--- config.mk ---
export PLATFORM = sky130hd
export DESIGN_NAME = nibble_reg_port
export DESIGN_NICKNAME = d
export VERILOG_FILES = /design/src/rtl/nsw_pkg.sv /design/src/rtl/nsw_decode.sv /design/src/rtl/nsw_steer.sv /design/src/rtl/nsw_readback.sv /design/src/rtl/nibble_reg_port.sv
export SDC_FILE = /design/constraint.sdc
export NUM_CORES = 1
export LEC_CHECK = 0
export BUFFER_PORTS_ARGS = -buffer_cell sky130_fd_sc_hd__buf_2
export CAP_MARGIN = 10
export CORE_MARGIN = 1
export CORE_UTILIZATION = 46
export CTS_BUF_LIST = sky130_fd_sc_hd__clkbuf_4 sky130_fd_sc_hd__clkbuf_8
export DETAILED_ROUTE_END_ITERATION = 10
export HOLD_SLACK_MARGIN = 0.15
export PLACE_DENSITY = 0.81
export SYNTH_ARGS = -nofsm -noshare
export SYNTH_HDL_FRONTEND = slang
export SYNTH_SLANG_ARGS = --single-unit
--- constraint.sdc ---
create_clock -name clk -period 2.1 [get_ports clk]
set_input_delay 0.315 -clock clk [delete_from_list [all_inputs] [get_ports clk]]
set_output_delay 0.315 -clock clk [all_outputs]
set_load 0.03 [all_outputs]
--- src/rtl/nsw_pkg.sv ---
package nsw_pkg;
    localparam int NIB_W     = 4;
    localparam int BYTE_W    = 2 * NIB_W;
    localparam int NUM_REGS  = 4;
    localparam int IDX_W     = $clog2(NUM_REGS);
    localparam int REGION_W  = 3;
    localparam int STATUS_W  = NUM_REGS * NIB_W;

    localparam logic [IDX_W-1:0] CMD_IDX    = IDX_W'(3);
    localparam logic [NIB_W-1:0] RESYNC_NIB = NIB_W'(2);

    typedef enum logic {EXPECT_LO, EXPECT_HI} steer_e;

    typedef struct packed {
        logic             hit;
        logic [IDX_W-1:0] idx;
    } dec_t;

    typedef struct packed {
        logic [IDX_W-1:0]  idx;
        logic [BYTE_W-1:0] data;
    } byte_t;

    function automatic dec_t region_decode(input logic [REGION_W-1:0] top);
        dec_t d;
        d.hit = 1'b1;
        d.idx = '0;
        case (top)
            3'b010:  d.idx = IDX_W'(0);
            3'b100:  d.idx = IDX_W'(1);
            3'b101:  d.idx = IDX_W'(2);
            3'b110:  d.idx = IDX_W'(3);
            default: d.hit = 1'b0;
        endcase
        return d;
    endfunction
endpackage

--- src/rtl/nsw_decode.sv ---
module nsw_decode
    import nsw_pkg::*;
(
    input  logic [REGION_W-1:0] region,
    input  logic                wr,
    input  logic                rd,
    input  logic                strobe_n,
    output dec_t                wr_dec,
    output dec_t                rd_dec
);
    dec_t base;

    always_comb begin
        base       = region_decode(region);
        wr_dec     = base;
        rd_dec     = base;
        wr_dec.hit = base.hit && wr && !strobe_n;
        rd_dec.hit = base.hit && rd && !strobe_n;
    end
endmodule

--- src/rtl/nsw_steer.sv ---
module nsw_steer
    import nsw_pkg::*;
(
    input  logic             clk,
    input  logic             rst,
    input  dec_t             wr_dec,
    input  logic [NIB_W-1:0] nib,
    output logic             byte_vld,
    output byte_t            byte_out
);
    steer_e           state;
    logic [IDX_W-1:0] pend_idx;
    logic [NIB_W-1:0] pend_lo;
    logic             is_resync;
    logic             is_fresh;

    assign is_resync = (wr_dec.idx == CMD_IDX) && (nib == RESYNC_NIB);
    assign is_fresh  = (state == EXPECT_LO) || (wr_dec.idx != pend_idx);

    always_ff @(posedge clk) begin
        if (rst) begin
            state    <= EXPECT_LO;
            pend_idx <= '0;
            pend_lo  <= '0;
            byte_vld <= 1'b0;
            byte_out <= '0;
        end else begin
            byte_vld <= 1'b0;
            if (wr_dec.hit) begin
                if (is_resync) begin
                    state <= EXPECT_LO;
                end else if (is_fresh) begin
                    pend_idx <= wr_dec.idx;
                    pend_lo  <= nib;
                    state    <= EXPECT_HI;
                end else begin
                    byte_vld      <= 1'b1;
                    byte_out.idx  <= wr_dec.idx;
                    byte_out.data <= {nib, pend_lo};
                    state         <= EXPECT_LO;
                end
            end
        end
    end

    // A byte strobe is always the result of a qualified write one cycle earlier
    assert_strobe_from_write_R4: assert property (@(posedge clk) disable iff (rst)
        byte_vld |-> $past(wr_dec.hit));

    // The strobe never lasts two cycles
    assert_single_pulse_R4: assert property (@(posedge clk) disable iff (rst)
        byte_vld |=> !byte_vld);

    // A resync write never produces a byte
    assert_resync_silent_R6: assert property (@(posedge clk) disable iff (rst)
        (wr_dec.hit && is_resync) |=> !byte_vld);

    // After a completed byte the next nibble is a low one
    assert_back_to_low_R5: assert property (@(posedge clk) disable iff (rst)
        byte_vld |-> state == EXPECT_LO);

    // Without a qualified write the tracking state holds
    assert_idle_holds_R2: assert property (@(posedge clk) disable iff (rst)
        !wr_dec.hit |=> $stable(state));
endmodule

--- src/rtl/nsw_readback.sv ---
module nsw_readback
    import nsw_pkg::*;
(
    input  logic                clk,
    input  logic                rst,
    input  dec_t                rd_dec,
    input  logic [STATUS_W-1:0] status,
    output logic [NIB_W-1:0]    rd_nib
);
    logic [NIB_W-1:0] slot [NUM_REGS];

    for (genvar g = 0; g < NUM_REGS; g++) begin : g_slot
        assign slot[g] = status[g*NIB_W +: NIB_W];
    end

    always_ff @(posedge clk) begin
        if (rst)
            rd_nib <= '0;
        else
            rd_nib <= rd_dec.hit ? slot[rd_dec.idx] : '0;
    end

    // No qualified read means an idle, zero readback next cycle
    assert_idle_zero_R10: assert property (@(posedge clk) disable iff (rst)
        !rd_dec.hit |=> rd_nib == '0);
endmodule

--- src/rtl/nibble_reg_port.sv ---
module nibble_reg_port
    import nsw_pkg::*;
#(
    parameter int ADDR_W = 16
) (
    input  logic                clk,
    input  logic                rst,
    input  logic [ADDR_W-1:0]   bus_addr,
    input  logic [NIB_W-1:0]    bus_data_in,
    input  logic                bus_wr,
    input  logic                bus_rd,
    input  logic                qual_n,
    input  logic [STATUS_W-1:0] reg_status,
    output logic [NIB_W-1:0]    rd_nib,
    output logic                byte_vld,
    output logic [IDX_W-1:0]    byte_idx,
    output logic [BYTE_W-1:0]   byte_data
);
    localparam int LOW_W = ADDR_W - REGION_W;

    dec_t  wr_dec;
    dec_t  rd_dec;
    byte_t byte_out;
    logic  addr_low_unused;

    assign addr_low_unused = ^bus_addr[LOW_W-1:0];

    nsw_decode u_decode (
        .region   (bus_addr[ADDR_W-1 -: REGION_W]),
        .wr       (bus_wr),
        .rd       (bus_rd),
        .strobe_n (qual_n),
        .wr_dec   (wr_dec),
        .rd_dec   (rd_dec)
    );

    nsw_steer u_steer (
        .clk      (clk),
        .rst      (rst),
        .wr_dec   (wr_dec),
        .nib      (bus_data_in),
        .byte_vld (byte_vld),
        .byte_out (byte_out)
    );

    nsw_readback u_readback (
        .clk    (clk),
        .rst    (rst),
        .rd_dec (rd_dec),
        .status (reg_status),
        .rd_nib (rd_nib)
    );

    assign byte_idx  = byte_out.idx;
    assign byte_data = byte_out.data;

    // A write with the qualifier high never yields a byte
    assert_unqualified_quiet_R2: assert property (@(posedge clk) disable iff (rst)
        (bus_wr && qual_n && !bus_rd) |=> !byte_vld);
endmodule

==> summary.txt, run 1 <==
Clock Sinks: 22
area delta synth->final: 24.3%
Met3 Wirelength: 83 um
Root Buffer: clkbuf_4
wl on met1: 864 um
Rel. slew slack: 74.8%
GRT Total Usage: 18.0%
max-cap check violation count: 0
Lkg Pwr: 0.610 nW
# setup viols final: 0
Worst EP arrival: 1.94 ns
Crit path largest cell delay: 0.41 ns
Total Nets Final: 180
clk slew on worst S/H paths: 0.12 ns
insertion delay to the later sink of the worst-skew pair: 0.31 ns
share of cells above drive strength 1: 39.1%
worst path buffer plus inverter count: 1
global-route wire length before repair: 3360 um
Max VDD drop: 371 uV
Cell Pwr Density: 573 nW/um^2
via count: 830
Mapped Area: 1070 um^2
post-place setup slack: 0.246 ns
Slew Limit Fails: 0
setup TNS: 0 ns
CTS Buf Count: 3
max frequency: 589 MHz
Syn Area/Cell: 11.2 um^2
DR top layer: met4
critical path class: flip-flop to flip-flop
sequential element share of the synthesized area: 41.3%
CP max FO: 6
fillcell total: 198
Most used DFF post-synth: dfxtp_1
metal2 WL: 1000 um
Final Critical Period: 1.70 ns
Yosys warning total: 0
initial DRC count: 14
Worst setup EP type: flip-flop
unrepaired setup endpoints after global routing: false
Post-synth ARST share: 0%
distinct cell type count after synthesis: 30
dpl cell area: 1290 um^2
# IOs: 56
Routed WL: 2000 um
First-pass DRT Iterations: 4
H-tree level count: 1
Hold Violations, Final: 0
final design utilization: 60.5%
Initial Utilization: 48.7%
post-route ant nets: 0
Yosys reg bits: 22
Post-synth EDFFs: 0
grt ovf: 0
PortBufs: 42
DP Wirelength: 1580 um
worst-path cell chain: nor4b_1, o31a_1, o21ai_4, nor2b_4, buf_4, mux2i_1
vias per std cell: 5.00
post-synth net total: 136
Core Region: 2190 um^2
Clock Skew: 0.00647 ns
crit start category: flip-flop
Hold Crit Class: primary input to flip-flop
Tcrit/Tclk final: 80.8%
post-route setup slack: 0.403 ns
drt wl/cell: 12.1 um
outcome: complete, no violations
routability congestion estimate from global placement: 0.735
drt drc: 0
Clock Tree Buf Depth: 2
vias in the first global route: 787
Final Cell Area: 1330 um^2
Post-CTS Setup Inserts: 0
largest net degree at the start of global routing: 26
worst-margin pin slew: 0.376 ns
initial antenna violation count: 0
slowest CP cell: dfxtp_1
WP data required: 2.34 ns
die height: 50.2 um
Largest delay share family, worst path: simple AND/OR/NAND/NOR gates
row count: 17
hold_ws: 0.218 ns
TritonCTS clock tree: done
Post-Synthesis Cells: 95
die area: 2520 um^2
chip width: 50.2 um
Hold Buf Count CTS: 0
antenna diode count: 0
Post-CTS Resized: 0
==> logic make-up after synthesis <==
kind of cell    count (synthesis)  synth area share [%]
xor+xnor                        1                 0.821
mux                            19                  23.7
compound gates                  6                  5.16
simple gates                   43                  26.3
buf+inv                         4                  2.81
flops                          22                  41.3
==> synth_stat cells (all sizes together) (2+ instances only) <==
cell type / instances / share of area (%)
a21oi: 2 / 1.3
and2: 4 / 2.3
and2b: 2 / 1.6
buf: 2 / 2.1
clkbuf: 2 / 0.70
dfxtp: 22 / 41
mux2i: 14 / 13
mux4: 4 / 9.5
nand2: 5 / 2.2
nand2b: 21 / 12
nor2: 2 / 0.70
nor2b: 2 / 1.9
==> worst register-to-register path: stages, from the launching register on <==
cell,delay (ns)
dfxtp_1,0.41
nor4b_1,0.26
o31a_1,0.24
o21ai_4,0.08
nor2b_4,0.24
buf_4,0.21
mux2i_1,0.19
==> layout by cell type, fill, tap and decap left out <==
cell type / netlist / routed
a211oi_1: 1 / 1
xor2_1: 1 / 1
dfxtp_1: 22 / 22
nor3_1: 1 / 1
and2_1: 4 / 4
a21oi_2: 1 / 1
and3_1: 1 / 1
a311oi_1: 1 / 1
nor4b_1: 1 / 1
mux2_1: 1 / 1
nand4_1: 1 / 1
o21ai_4: 1 / 1
nor2b_4: 1 / 1
and4b_1: 1 / 1
buf_2: 0 / 42
and2b_1: 1 / 1
and2b_4: 1 / 1
nor2b_1: 1 / 1
clkbuf_8: 0 / 1
mux4_1: 3 / 3
nor4bb_1: 1 / 1
o31a_1: 1 / 1
nand2b_1: 21 / 21
mux2i_1: 14 / 14
nor2_1: 2 / 2
a21oi_1: 1 / 1
nand2_2: 2 / 2
buf_4: 0 / 1
clkbuf_4: 0 / 3
and3b_1: 1 / 1
nand2_1: 3 / 3
mux4_2: 1 / 1
==> area by class of cell <==
cell class | count | area, um^2 | area share (%)
Multi-Input combinational cell | 69 | 597 | 45.0
Sequential cell | 22 | 440 | 33.2
Timing Repair Buffer | 43 | 218 | 16.4
Clock buffer | 4 | 36.3 | 2.74
Tap cell | 28 | 35.0 | 2.64
==> final timing paths <==
path | cells past startpoint | endpoint | slack, ns | startpoint
worst max register to register | 6 | u_steer.byte_out[5] | 0.40 | u_steer.pend_idx[0]
worst max-delay path | 6 | u_steer.byte_out[5] | 0.40 | u_steer.pend_idx[0]
worst min-delay path | 2 | u_steer.pend_idx[1] | 0.22 | bus_wr
worst min register to register | 2 | u_steer.byte_out[0] | 0.48 | u_steer.byte_out[0]
==> stage by stage <==
stage,total power [mW],instances
after floorplan,0.501,95
after global placement,0.534,162
after detailed placement,0.538,162
after CTS,0.764,166
after global routing,0.792,166
final,0.760,166
==> flip-flops by register name (all words and copies together) (netlist names) <==
signal	cells
u_steer.pend_idx	2
u_steer.state	1
u_steer.byte_out	10
u_steer.pend_lo	4
u_readback.rd_nib	4
u_steer.byte_vld	1
==> layer usage <==
layer  track usage [%]  up-vias
li1                  -      419
met5                 0        -
met2              29.8       24
met4              11.0        0
met3              3.94        6
met1              20.9      381
==> power breakdown <==
group,total (mW),internal (mW),leakage (nW),switching (mW)
Clock,0.233,0.106,0.0210,0.127
Combinational,0.0995,0.0547,0.411,0.0447
Sequential,0.428,0.424,0.178,0.00372
No activity file was read; power rests on OpenSTA's default activity.
==> run 2, diff against run 1 <==
--- a/config.mk
+++ b/config.mk
@@ -7,12 +7,13 @@
 export LEC_CHECK = 0
 export BUFFER_PORTS_ARGS = -buffer_cell sky130_fd_sc_hd__buf_2
 export CAP_MARGIN = 10
+export CORE_ASPECT_RATIO = 0.5
 export CORE_MARGIN = 1
-export CORE_UTILIZATION = 46
+export CORE_UTILIZATION = 41
 export CTS_BUF_LIST = sky130_fd_sc_hd__clkbuf_4 sky130_fd_sc_hd__clkbuf_8
 export DETAILED_ROUTE_END_ITERATION = 10
 export HOLD_SLACK_MARGIN = 0.15
-export PLACE_DENSITY = 0.81
+export PLACE_DENSITY = 0.77
 export SYNTH_ARGS = -nofsm -noshare
 export SYNTH_HDL_FRONTEND = slang
 export SYNTH_SLANG_ARGS = --single-unit
==> constraint.sdc (replaced) <==
create_clock -name clk -period 1.4 [get_ports clk]
set_input_delay 0.21 -clock clk [delete_from_list [all_inputs] [get_ports clk]]
set_output_delay 0.21 -clock clk [all_outputs]
set_load 0.03 [all_outputs]
==> run 2 against run 1 <==
The run now ends with negative setup slack left. Critical path depth fell by 1. Fmax grew 13%. Global-route usage up 0.13 points. Largest power group unchanged. Cell area up 12%.
==> summary.txt, run 2 (synthesis gave the netlist of run 1 again) <==
outcome: finished with violations
failing checks: negative setup slack
DP Wirelength: 1690 um (+7.2%)
Internal: 0.995 mW (+70%)
routability congestion estimate from global placement: 0.752 (+2.3%)
Clock Tree Buf Depth: 2 (unchanged)
H-tree level count: 1 (unchanged)
Comb pwr share: 15.0% (+1.9 points)
grt ovf: 0 (unchanged)
# setup viols final: 17 (+17)
via count: 879 (+5.9%)
largest net degree at the start of global routing: 26 (unchanged)
GRT Total Usage: 18.1% (+0.13 points)
drt drc: 0 (unchanged)
Largest regs: u_steer.byte_out (10), u_readback.rd_nib (4), u_steer.pend_lo (4)
Max VDD drop: 295 uV (-21%)
Hold Buf Count CTS: 0 (unchanged)
post-route ant nets: 0 (unchanged)
CTS Buf Count: 3 (unchanged)
initial antenna violation count: 0 (unchanged)
fillcell total: 196 (-1.0%)
max frequency: 666 MHz (+13%)
row count: 12 (-5)
die height: 38.1 um (-24%)
worst-margin pin slew: 0.339 ns (-0.0370 ns)
max-cap check violation count: 0 (unchanged)
Final Critical Period: 1.50 ns (-0.195 ns)
Largest register FFs: 10 (unchanged)
most common cell after layout, fill and taps aside: buf_2
area delta synth->final: 38.8%
Worst Reg-to-Reg Cells: 5 (-1)
Tcrit/Tclk final: 107% (+26 points)
Cell Pwr Density: 869 nW/um^2 (+52%)
global-route wire length before repair: 3600 um (+7.2%)
Core Region: 2340 um^2 (+6.9%)
Clock Sinks: 22 (unchanged)
Total Nets Final: 191 (+6.1%)
clk slew on worst S/H paths: 0.08 ns (-0.04 ns)
die area: 2820 um^2 (+12%)
WP data required: 1.55 ns (-0.79 ns)
Lkg Pwr: 0.662 nW (+8.6%)
Worst setup EP type: flip-flop
Sequential Area: 445 um^2 (+1.1%)
post-route setup slack: -0.102 ns (-0.505 ns)
sequential share of power: 49.8% (-6.5 points)
Crit path largest cell delay: 0.35 ns (-0.06 ns)
vias per std cell: 4.78 (-4.5%)
Final Cell Area: 1480 um^2 (+12%)
insertion delay to the later sink of the worst-skew pair: 0.26 ns (-0.05 ns)
Hold Violations, Final: 0 (unchanged)
Root Buffer: clkbuf_8
slowest CP cell: dfxtp_2
TritonCTS clock tree: done
initial DRC count: 39 (+25)
setup TNS: -0.931 ns (-0.931 ns)
CP max FO: 4 (-2)
share of cells above drive strength 1: 51.7% (+13 points)
critical path class: flip-flop to flip-flop
Rel. slew slack: 77.4% (+2.6 points)
Hold Crit Class: primary input to flip-flop
dpl cell area: 1380 um^2 (+6.6%)
crit start category: flip-flop
First-pass DRT Iterations: 4 (unchanged)
sw frac: 22.8% (-0.28 points)
# IOs: 56 (unchanged)
Psw: 0.293 mW (+67%)
antenna diode count: 0 (unchanged)
Worst EP arrival: 1.66 ns (-0.28 ns)
Min-Delay Path Depth: 2 (unchanged)
drt wl/cell: 12.9 um (+7.2%)
Initial Utilization: 45.6% (-3.1 points)
clock power share: 35.2% (+4.6 points)
worst-path cell chain: nor4b_2, o31a_1, o21ai_4, nor2b_4, mux2_4
Slew Limit Fails: 0 (unchanged)
PortBufs: 42 (unchanged)
footprint of the multi-input gates: 633 um^2 (+6.1%)
unrepaired setup endpoints after global routing: true
Reg with most FFs: u_steer.byte_out
Routed WL: 2380 um (+19%)
most frequent cells in the layout: buf_2, nand2b_1, dfxtp_1
Post-CTS Setup Inserts: 0 (unchanged)
vias in the first global route: 802 (+1.9%)
chip width: 74.2 um (+48%)
Clock Skew: 0.00279 ns (-0.00368 ns)
## run 2: repair_timing
action                                 CTS  global route
gates resized for setup                  5             7
pin swaps                                3             4
setup endpoints to repair               17            17
endpoints found under the hold margin    0             0
## run 2: path summary, 6_finish.rpt
path / start / end / slack, ns
min: bus_wr / u_steer.pend_idx[1] / 0.16
max reg2reg: u_steer.pend_idx[0] / u_steer.byte_out[9] / -0.10
max: u_steer.pend_idx[0] / u_steer.byte_out[9] / -0.10
min reg2reg: u_steer.byte_out[0] / u_steer.byte_out[0] / 0.48
## run 2: power groups by stage
stage / clock network (mW) / logic [mW] / registers [mW]
3_5_place_dp: 0 / 0.181 / 0.656
6_report: 0.453 / 0.194 / 0.641
2_1_floorplan: 0 / 0.0936 / 0.662
5_1_grt: 0.487 / 0.209 / 0.643
3_3_place_gp: 0 / 0.175 / 0.655
4_1_cts: 0.459 / 0.184 / 0.641
## run 2: area by class of cell
class / instances / area share, %
tap: 35 / 2.96
sequential: 22 / 30.1
clock buffer: 4 / 3.72
multi-input combinational: 69 / 42.7
timing repair buffer: 54 / 20.5
## run 2: stage by stage
| stage | hold WS [ns] | utilization (%) | power (mW) | setup WS, ns | cells |
|---|---|---|---|---|---|
| 6_report | 0.158 | 63.2 | 1.29 | -0.102 | 184 |
| 5_1_grt | 0.174 | 63.2 | 1.34 | -0.183 | 184 |
| 4_1_cts | 0.155 | 61.7 | 1.28 | -0.132 | 184 |
| 3_5_place_dp | 0.450 | 58.7 | 0.837 | -0.137 | 180 |
| 3_3_place_gp | 0.436 | 58.7 | 0.830 | -0.122 | 180 |
| 2_1_floorplan | 0.319 | - | 0.755 | -0.0332 | 95 |
## run 2: metal layers
| metal | share of wire, % | global-route usage, % | up-vias |
|---|---|---|---|
| met5 | 0 | 0 | - |
| met1 | 43 | 20.3 | 407 |
| li1 | - | - | 439 |
| met3 | 4.3 | 4.74 | 6 |
| met2 | 51 | 33.4 | 27 |
| met4 | 2.2 | 7.69 | 0 |
## run 2: critical path, delay by kind of cell (launching register included)
family,cells,cell delay (ns)
compound gates,2,0.52
flops,1,0.35
mux,1,0.29
simple gates,2,0.23
==> run 3, diff against run 2 <==
--- a/config.mk
+++ b/config.mk
@@ -13,7 +13,7 @@
 export CTS_BUF_LIST = sky130_fd_sc_hd__clkbuf_4 sky130_fd_sc_hd__clkbuf_8
 export DETAILED_ROUTE_END_ITERATION = 10
 export HOLD_SLACK_MARGIN = 0.15
-export PLACE_DENSITY = 0.77
+export PLACE_DENSITY = 0.85
 export SYNTH_ARGS = -nofsm -noshare
 export SYNTH_HDL_FRONTEND = slang
 export SYNTH_SLANG_ARGS = --single-unit
==> constraint.sdc (replaced) <==
create_clock -name clk -period 1.3 [get_ports clk]
set_input_delay 0.195 -clock clk [delete_from_list [all_inputs] [get_ports clk]]
set_output_delay 0.195 -clock clk [all_outputs]
set_load 0.03 [all_outputs]
==> run 3 against run 2 <==
The flow still finishes with violations (negative setup slack). Fmax barely moved. Sequential power up 8.0%. Combinational power up 7%. Largest power group unchanged. Cell area rose by 0.76%. Global-route usage increased by 1.3 points. Non-clock buffer count rose by 1. Final cell count grew 0.54%. Hold slack improved by 0.076 ns. Core utilization rose by 0.48 points. Flip-flop and latch count unchanged. Largest cell class unchanged.
==> summary.txt, run 3 (synthesis gave the netlist of run 1 again) <==
outcome: finished with violations
failing checks: negative setup slack
Largest register FFs: 10 (unchanged)
hold_ws: 0.234 ns (+0.0756 ns)
post-route ant nets: 0 (unchanged)
Max VDD drop: 460 uV (+56%)
CP max FO: 6 (+2)
die area: 2820 um^2 (unchanged)
Largest delay share family, worst path: compound AO/OA/AOI/OAI gates
critical path class: flip-flop to flip-flop
chip width: 74.2 um (unchanged)
fillcell total: 184 (-6.1%)
Psw: 0.335 mW (+14%)
initial DRC count: 60 (+54%)
final non-filler cell total: 185 (+0.54%)
WP data required: 1.46 ns (-0.09 ns)
slowest CP cell: dfxtp_2
insertion delay to the later sink of the worst-skew pair: 0.27 ns (about the same)
worst-margin pin slew: 0.328 ns (-0.0104 ns)
max-cap check violation count: 0 (unchanged)
via count: 881 (+0.23%)
TritonCTS clock tree: done
initial antenna violation count: 0 (unchanged)
Worst setup EP type: flip-flop
drt drc: 0 (unchanged)
clock power share: 41.9% (+6.7 points)
Cells after DPL: 179 (-0.56%)
max frequency: 666 MHz (about the same)
row count: 12 (unchanged)
drt wl/cell: 13.8 um (+7.0%)
setup TNS: -2.92 ns (-1.99 ns)
Crit path largest cell delay: 0.36 ns (about the same)
CTS Buf Count: 3 (unchanged)
Total Nets Final: 192 (+0.52%)
post-route setup slack: -0.201 ns (-0.0991 ns)
Initial Utilization: 45.6% (unchanged)
area delta synth->final: 39.9%
antenna diode count: 0 (unchanged)
share of cells above drive strength 1: 49.3% (-2.3 points)
grt ovf: 0 (unchanged)
Lkg Pwr: 0.675 nW (+2.0%)
Clock Tree Buf Depth: 2 (unchanged)
Internal: 1.21 mW (+22%)
# IOs: 56 (unchanged)
most common cell after layout, fill and taps aside: buf_2
dpl cell area: 1380 um^2 (unchanged)
crit start category: flip-flop
H-tree level count: 1 (unchanged)
routability congestion estimate from global placement: 0.741 (-1.4%)
sw frac: 21.6% (-1.1 points)
sequential share of power: 44.7% (-5.1 points)
vias per std cell: 4.76 (-0.31%)
Hold Violations, Final: 0 (unchanged)
# setup viols final: 17 (unchanged)
global-route wire length before repair: 3880 um (+7.9%)
Slew Limit Fails: 0 (unchanged)
Worst EP arrival: 1.66 ns (about the same)
First-pass DRT Iterations: 4 (unchanged)
Routed WL: 2560 um (+7.6%)
clk slew on worst S/H paths: 0.08 ns (about the same)
Clock Skew: 0.00248 ns (-0.000309 ns)
worst-path cell chain: and4b_1, o31a_1, o21ai_4, buf_4, nand2_4, mux2i_1
Final Cell Area: 1490 um^2 (+0.76%)
Largest regs: u_steer.byte_out (10), u_readback.rd_nib (4), u_steer.pend_lo (4)
Clock Sinks: 22 (unchanged)
Final Critical Period: 1.50 ns (-0.000903 ns)
Cell Pwr Density: 1040 nW/um^2 (+19%)
Reg with most FFs: u_steer.byte_out
GRT Total Usage: 19.4% (+1.3 points)
largest net degree at the start of global routing: 26 (unchanged)
DP Wirelength: 1660 um (-1.7%)
vias in the first global route: 807 (+0.62%)
unrepaired setup endpoints after global routing: true
total power: 1.55 mW (+20%)
Root Buffer: clkbuf_8
Tcrit/Tclk final: 115% (+8.2 points)
Comb pwr share: 13.4% (-1.6 points)
Rel. slew slack: 78.1% (+0.70 points)
die height: 38.1 um (unchanged)
most frequent cells in the layout: buf_2, nand2b_1, dfxtp_1
Hold Crit Class: primary input to flip-flop
Core Region: 2340 um^2 (unchanged)
PortBufs: 42 (unchanged)
worst path buffer plus inverter count: 1 (+1)
[run 3: worst paths after layout]
check                            from  slack (ns)             endpoint  cells after the start
setup / recovery  u_steer.pend_idx[1]       -0.20  u_steer.pend_idx[0]                      6
setup reg to reg  u_steer.pend_idx[1]       -0.20  u_steer.pend_idx[0]                      6
hold reg to reg   u_steer.byte_out[0]        0.47  u_steer.byte_out[0]                      2
hold / removal         bus_data_in[2]        0.23  u_steer.byte_out[6]                      3
[run 3: power groups by stage]
| stage | clock network [mW] | logic [mW] | registers [mW] |
|---|---|---|---|
| floorplan | 0 | 0.103 | 0.713 |
| global placement | 0 | 0.186 | 0.706 |
| detailed placement | 0 | 0.191 | 0.707 |
| CTS | 0.644 | 0.205 | 0.692 |
| global route | 0.682 | 0.221 | 0.693 |
| finish | 0.649 | 0.208 | 0.692 |
[run 3: worst reg2reg max path, cell delays in order (launching register included)]
cell and delay (ns):
dfxtp_2 0.36, and4b_1 0.21, o31a_1 0.28, o21ai_4 0.17
buf_4 0.15, nand2_4 0.09, mux2i_1 0.14
[run 3: stage by stage]
step / utilization [%] / worst slack [ns]
4_1_cts: 63.6 / -0.203
3_5_place_dp: 58.7 / -0.252
6_report: 63.7 / -0.201
2_1_floorplan: - / -0.105
3_3_place_gp: 58.7 / -0.173
5_1_grt: 63.7 / -0.251
[run 3: layout make-up]
class	count	area (um^2)	area share [%]
multi-input combinational	69	621	41.6
sequential	22	443	29.7
tap	35	43.8	2.93
clock buffer	3	41.3	2.77
timing repair buffer	55	314	21.0
clock inverter	1	30.0	2.01
[run 3: timing repair]
action,4_1_cts,5_1_grt
setup endpoints to repair,17,17
resized for setup,5,1
cloned,0,0
hold buffers,1,0
setup buffers,1,0
hold endpoints to repair,1,0
pin swaps,1,0
[run 3: layer usage]
metal  share of wire (%)  wire [um]  track usage (%)
met1                  44       1120             22.1
met2                  49       1250             34.5
met3                 3.6         92             5.53
met4                 4.0        102             9.13
met5                   0          0                0
